===== src/rtl/osd_pix_pkg.sv =====
package osd_pix_pkg;

    typedef enum logic [1:0] {
        PX_TRANSP = 2'd0,
        PX_CHAR   = 2'd1,
        PX_FRAME  = 2'd2,
        PX_BACK   = 2'd3
    } pix_class_e;

    typedef enum logic [1:0] {
        BLK_NONE    = 2'd0,
        BLK_CELL    = 2'd1,
        BLK_OUTLINE = 2'd2,
        BLK_FULL    = 2'd3
    } blank_e;

    localparam logic [7:0] CODE_TRANSP = 8'hFF;
    localparam logic [7:0] CODE_SPACE  = 8'hFE;

    // neighbour index positions
    localparam int NB_N  = 0;
    localparam int NB_NE = 1;
    localparam int NB_E  = 2;
    localparam int NB_SE = 3;
    localparam int NB_S  = 4;
    localparam int NB_SW = 5;
    localparam int NB_W  = 6;
    localparam int NB_NW = 7;

    typedef struct packed {
        logic on;
        logic border;
    } shape_t;

    function automatic logic side_any(input logic [7:0] n);
        return n[NB_N] | n[NB_E] | n[NB_S] | n[NB_W];
    endfunction

    function automatic logic corner_fill(input logic d, input logic [7:0] n);
        logic c;
        c = (n[NB_N] & n[NB_E] & ~n[NB_NE]) |
            (n[NB_E] & n[NB_S] & ~n[NB_SE]) |
            (n[NB_S] & n[NB_W] & ~n[NB_SW]) |
            (n[NB_W] & n[NB_N] & ~n[NB_NW]);
        return ~d & c;
    endfunction

    function automatic logic is_enlarged(input logic [1:0] sz);
        return (sz == 2'b01) || (sz == 2'b10);
    endfunction

endpackage


===== src/rtl/osd_flash_timer.sv =====
module osd_flash_timer #(
    parameter int HALF_FAST60 = 15,
    parameter int HALF_SLOW60 = 30,
    parameter int HALF_FAST50 = 12,
    parameter int HALF_SLOW50 = 25
) (
    input  logic clk,
    input  logic rst,
    input  logic field_tick,
    input  logic rate50,
    input  logic flash_slow,
    output logic hide_phase
);
    localparam int MAX_A  = (HALF_FAST60 > HALF_SLOW60) ? HALF_FAST60 : HALF_SLOW60;
    localparam int MAX_B  = (HALF_FAST50 > HALF_SLOW50) ? HALF_FAST50 : HALF_SLOW50;
    localparam int MAX_H  = (MAX_A > MAX_B) ? MAX_A : MAX_B;
    localparam int CW     = $clog2(MAX_H + 1);

    logic [CW-1:0] cnt;
    logic [CW-1:0] limit;

    always_comb begin
        unique case ({rate50, flash_slow})
            2'b00:   limit = CW'(HALF_FAST60);
            2'b01:   limit = CW'(HALF_SLOW60);
            2'b10:   limit = CW'(HALF_FAST50);
            default: limit = CW'(HALF_SLOW50);
        endcase
    end

    always_ff @(posedge clk) begin
        if (rst) begin
            cnt        <= '0;
            hide_phase <= 1'b0;
        end else if (field_tick) begin
            if (cnt + 1'b1 >= limit) begin
                cnt        <= '0;
                hide_phase <= ~hide_phase;
            end else begin
                cnt <= cnt + 1'b1;
            end
        end
    end
endmodule


===== src/rtl/osd_glyph_shaper.sv =====
module osd_glyph_shaper
    import osd_pix_pkg::*;
(
    input  logic       dot,
    input  logic [7:0] nbr,
    input  logic [7:0] code,
    input  logic       attr_inv,
    input  logic       round_en,
    input  logic [1:0] char_size,
    output shape_t     shape
);
    logic       empty;
    logic       d;
    logic [7:0] n;
    logic       rd;
    logic       eff;
    logic [7:0] en;

    always_comb begin
        empty = (code == CODE_SPACE);
        d     = empty ? 1'b0 : dot;
        n     = empty ? 8'h00 : nbr;
        rd    = d | (round_en & is_enlarged(char_size) & corner_fill(d, n));
        eff   = attr_inv ? ~rd : rd;
        en    = attr_inv ? ~n : n;
        shape.on     = eff;
        shape.border = ~eff & side_any(en);
    end
endmodule


===== src/rtl/osd_class_mux.sv =====
module osd_class_mux
    import osd_pix_pkg::*;
(
    input  shape_t     shape,
    input  logic       in_cell,
    input  logic       in_window,
    input  logic [7:0] code,
    input  logic       attr_inv,
    input  logic       hidden,
    input  logic [1:0] blank_mode,
    input  logic       edge_on_inv,
    output pix_class_e cls
);
    blank_e     bm;
    pix_class_e plain_bg;

    always_comb begin
        bm       = blank_e'(blank_mode);
        plain_bg = (bm == BLK_CELL || bm == BLK_FULL) ? PX_BACK : PX_TRANSP;
        if (code == CODE_TRANSP)
            cls = PX_TRANSP;
        else if (!in_cell)
            cls = (bm == BLK_FULL && in_window) ? PX_BACK : PX_TRANSP;
        else if (hidden)
            cls = plain_bg;
        else if (shape.on)
            cls = PX_CHAR;
        else if (shape.border && bm == BLK_OUTLINE && (!attr_inv || edge_on_inv))
            cls = PX_FRAME;
        else if (attr_inv)
            cls = PX_BACK;
        else
            cls = plain_bg;
    end
endmodule


===== src/rtl/osd_pix_composer.sv =====
module osd_pix_composer
    import osd_pix_pkg::*;
#(
    parameter int HALF_FAST60 = 15,
    parameter int HALF_SLOW60 = 30,
    parameter int HALF_FAST50 = 12,
    parameter int HALF_SLOW50 = 25
) (
    input  logic       clk,
    input  logic       rst,
    input  logic       field_tick,
    input  logic       rate50,
    input  logic       flash_slow,
    input  logic       at2_is_flash,
    input  logic [1:0] blank_mode,
    input  logic       edge_on_inv,
    input  logic       round_en,
    input  logic [1:0] char_size,
    input  logic       in_cell,
    input  logic       in_window,
    input  logic [7:0] code,
    input  logic       attr_inv,
    input  logic       attr_mark,
    input  logic       dot,
    input  logic [7:0] nbr,
    output logic [1:0] pix_class,
    output logic       hilite
);
    logic       hide_phase;
    shape_t     shape;
    pix_class_e cls_d;
    logic       hidden;
    logic       hilite_d;

    osd_flash_timer #(
        .HALF_FAST60 (HALF_FAST60),
        .HALF_SLOW60 (HALF_SLOW60),
        .HALF_FAST50 (HALF_FAST50),
        .HALF_SLOW50 (HALF_SLOW50)
    ) u_timer (
        .clk        (clk),
        .rst        (rst),
        .field_tick (field_tick),
        .rate50     (rate50),
        .flash_slow (flash_slow),
        .hide_phase (hide_phase)
    );

    osd_glyph_shaper u_shape (
        .dot       (dot),
        .nbr       (nbr),
        .code      (code),
        .attr_inv  (attr_inv),
        .round_en  (round_en),
        .char_size (char_size),
        .shape     (shape)
    );

    assign hidden   = hide_phase & attr_mark & at2_is_flash;
    assign hilite_d = in_cell & attr_mark & ~at2_is_flash & (code != CODE_TRANSP);

    osd_class_mux u_mux (
        .shape       (shape),
        .in_cell     (in_cell),
        .in_window   (in_window),
        .code        (code),
        .attr_inv    (attr_inv),
        .hidden      (hidden),
        .blank_mode  (blank_mode),
        .edge_on_inv (edge_on_inv),
        .cls         (cls_d)
    );

    always_ff @(posedge clk) begin
        if (rst) begin
            pix_class <= PX_TRANSP;
            hilite    <= 1'b0;
        end else begin
            pix_class <= cls_d;
            hilite    <= hilite_d;
        end
    end
endmodule


===== config.mk =====
export PLATFORM = sky130hd
export DESIGN_NAME = osd_pix_composer
export DESIGN_NICKNAME = d
export VERILOG_FILES = /design/src/rtl/osd_pix_pkg.sv /design/src/rtl/osd_flash_timer.sv /design/src/rtl/osd_glyph_shaper.sv /design/src/rtl/osd_class_mux.sv /design/src/rtl/osd_pix_composer.sv
export SDC_FILE = /design/constraint.sdc
export NUM_CORES = 1
export LEC_CHECK = 0
export ABC_AREA = 1
export CAP_MARGIN = 20
export CELL_PAD_IN_SITES_DETAIL_PLACEMENT = 1
export CELL_PAD_IN_SITES_GLOBAL_PLACEMENT = 1
export CORE_ASPECT_RATIO = 1.5
export CORE_MARGIN = 5
export CORE_UTILIZATION = 29
export DETAILED_ROUTE_END_ITERATION = 10
export MAX_ROUTING_LAYER = met4
export PLACE_DENSITY = 0.91
export RECOVER_POWER = 25
export SYNTH_ARGS = -nofsm -noshare
export SYNTH_HDL_FRONTEND = slang
export SYNTH_SLANG_ARGS = --single-unit

===== constraint.sdc =====
create_clock -name clk -period 5.4 [get_ports clk]
set_input_delay 1.08 -clock clk [delete_from_list [all_inputs] [get_ports clk]]
set_output_delay 1.08 -clock clk [all_outputs]
set_load 0.1 [all_outputs]

==> results.tsv <==
metric	value	unit
portBuffers	35	
relSlewSlack	0.354	
critPathKind	in -> reg	
ant_nets	0	
cap_viol_max_count	0	
yosysUniqueCellTypes	24	
grt-ovfl-total	0	
cts_tree	built	
cts_resized	0	
r2r_cells	12	
hp-class	reg -> reg	
syn2layout_area_growth	55.2	%
period_share	0.523	
nNetsFinal	198	
worst_pin_slew	0.965	ns
synth_fp_nets	159	
r2r_start	u_timer.cnt[0]	
nFillCells	334	
drc_errors	0	
p_leak	0.563	nW
yosysWarnings	0	
cp-end-kind	flip-flop	
crit_required	5.55	ns
num_rows	23	
htreeDepth	1	
holdBufCountCts	0	
final_max_slew_viol_count	0	
synth_most_common_cell	nand2_1	
yosys_most_used_dff	dfxtp_1	
cts_setup_buffers	0	
clkTransAtPathRegs	0.05	ns
reg2reg_to	u_timer.cnt[3]	
worstSkewPairLatency	0.23	ns
r2r_slack	3.44	ns
hp-start	u_timer.hide_phase	
n_antenna_cell	0	
synth_common_cells	30 x nand2_1, 24 x nor2_1, 16 x inv_1	
syn_avg_cell_area	6.61	um2
drtIter0Drc	8	
grt.total_usage	0.146	
synth_edf_count	0	
firstDrtPassIters	4	
setup_viol	0	
dpl-instance-area	1160	um2
critPathLaunch	flash_slow	
synth_cells	118	
wl	2.28	mm
timing.fmax	354	MHz
hpwlAfterDp	2.07	mm
ir_drop	81.7	uV
finalWeightedCongestion	0.870	
outcome	complete, no violations	
grt_pass1_vias	987	
initial_core_util	0.298	
min_period	2.83	ns
die_w	52.3	um
clk_path_buf_depth	2	
ys_ff_latch	9	
cp-start-kind	primary input	
setup_tns	0	ns
post_drt_via_cell_ratio	4.54	
grt_max_degree	10	
vias	877	
p_per_area	192	nW/um2
netlist_top_cells_area	dfxtp_1 23%, nand2_1 14%, ha_1 13%	
async_flop_share	0	
finalHoldViolations	0	
avgRoutedWirePerCell	11.8	um
antenna_found_initial	0	
drive_gt1_frac	0.0833	
cts_made_buffers	3	
rsz0062_at_grt	false	
synth_area_leader_cell	dfxtp_1	
critPathMaxFanout	5	
netlist.area_leader.share	0.231	
grt_pass1_wl	4.06	mm
ys_seq_area_frac	0.231	
finClkSkew	0.00217	ns
io_pins	36	
clock-sinks	9	
hold-path-endpoint	u_timer.hide_phase	
hold_depth	2	
clockRootBuffer	clkbuf_8	
final_area	1210	um2
worstPathArrival	2.98	ns
die_h	73.5	um
netlist_area	779	um2
core_region_area	2620	um2
dieArea	3850	um2
==> cell type report <==
| class | instances | area, um2 | area share |
|---|---|---|---|
| Multi-Input combinational cell | 92 | 528 | 0.436 |
| Timing Repair Buffer | 35 | 350 | 0.290 |
| Sequential cell | 9 | 180 | 0.149 |
| Inverter | 16 | 60.1 | 0.0496 |
| Tap cell | 37 | 46.3 | 0.0383 |
| Clock buffer | 4 | 45.0 | 0.0372 |
==> worst max-delay path by stage <==
| stage | end | slack [ns] | cells past startpoint |
|---|---|---|---|
| 6_report | u_timer.cnt[3] | 2.57 | 12 |
| 5_1_grt | u_timer.cnt[4] | 2.34 | 12 |
| 4_1_cts | u_timer.cnt[4] | 2.53 | 12 |
| 3_5_place_dp | u_timer.cnt[3] | 2.30 | 12 |
| 3_3_place_gp | u_timer.cnt[3] | 2.42 | 12 |
| 2_1_floorplan | u_timer.cnt[3] | 3.00 | 11 |
==> critical path, cell delays in order <==
cell and delay, ns:
clkdlybuf4s50_1 0.51, inv_1 0.05, ha_1 0.26, inv_1 0.04, ha_1 0.25, o21ai_0 0.16, a21boi_1 0.08, o21ai_1 0.13
nand2_1 0.07, nand2_2 0.10, nand2_4 0.09, a211oi_2 0.15
==> power breakdown <==
part | total (mW) | switching, mW | internal (mW)
Clock | 0.0781 | 0.0267 | 0.0514
Combinational | 0.0780 | 0.0392 | 0.0389
Sequential | 0.0762 | 0.00458 | 0.0716
==> layout by cell type (no fill, tap or decap), types with 2 or more instances in the layout <==
cell and count:
inv_1 16, nor3_2 2, nand3_1 5, a21oi_1 3
o21ai_1 2, nand2_1 30, clkbuf_8 3, dlygate4sd3_1 2
o21ai_0 2, dfxtp_1 9, clkdlybuf4s50_1 33, ha_1 8
a211oi_2 2, nor2_1 24, xor2_1 2, nand2_2 2
==> metal layers <==
layer | vias to the layer above | wire length (um) | track usage
met1 | 388 | 843 | 0.137
met4 | 0 | 74 | 0.0795
met3 | 6 | 148 | 0.0365
li1 | 445 | - | -
met2 | 38 | 1220 | 0.264
met5 | - | 0 | -
==> stage by stage <==
stage	setup slack (ns)	util	hold WS, ns	power, mW	instances
finish	2.57	0.462	0.486	0.232	193
global route	2.34	0.462	0.519	0.251	193
CTS	2.53	0.462	0.493	0.236	193
detailed placement	2.30	0.445	0.484	0.157	189
global placement	2.42	0.445	0.480	0.152	189
floorplan	3.00	-	0.445	0.120	118
==> logic make-up (layout without fill, tap and decap cells) <==
logic type      Yosys count  count (layout)  share of synthesized area
compound gates           13              13                      0.119
xor+xnor                  4               4                     0.0546
buf+inv                  17              55                     0.0915
flops                     9               9                      0.231
fa+ha+maj                 8               8                      0.128
simple gates             67              67                      0.376
==> registers in the layout (all words and copies together) (netlist names) <==
register            cells
u_timer.hide_phase      1
hilite                  1
pix_class               2
u_timer.cnt             5
(Power assumes the default switching activity.)
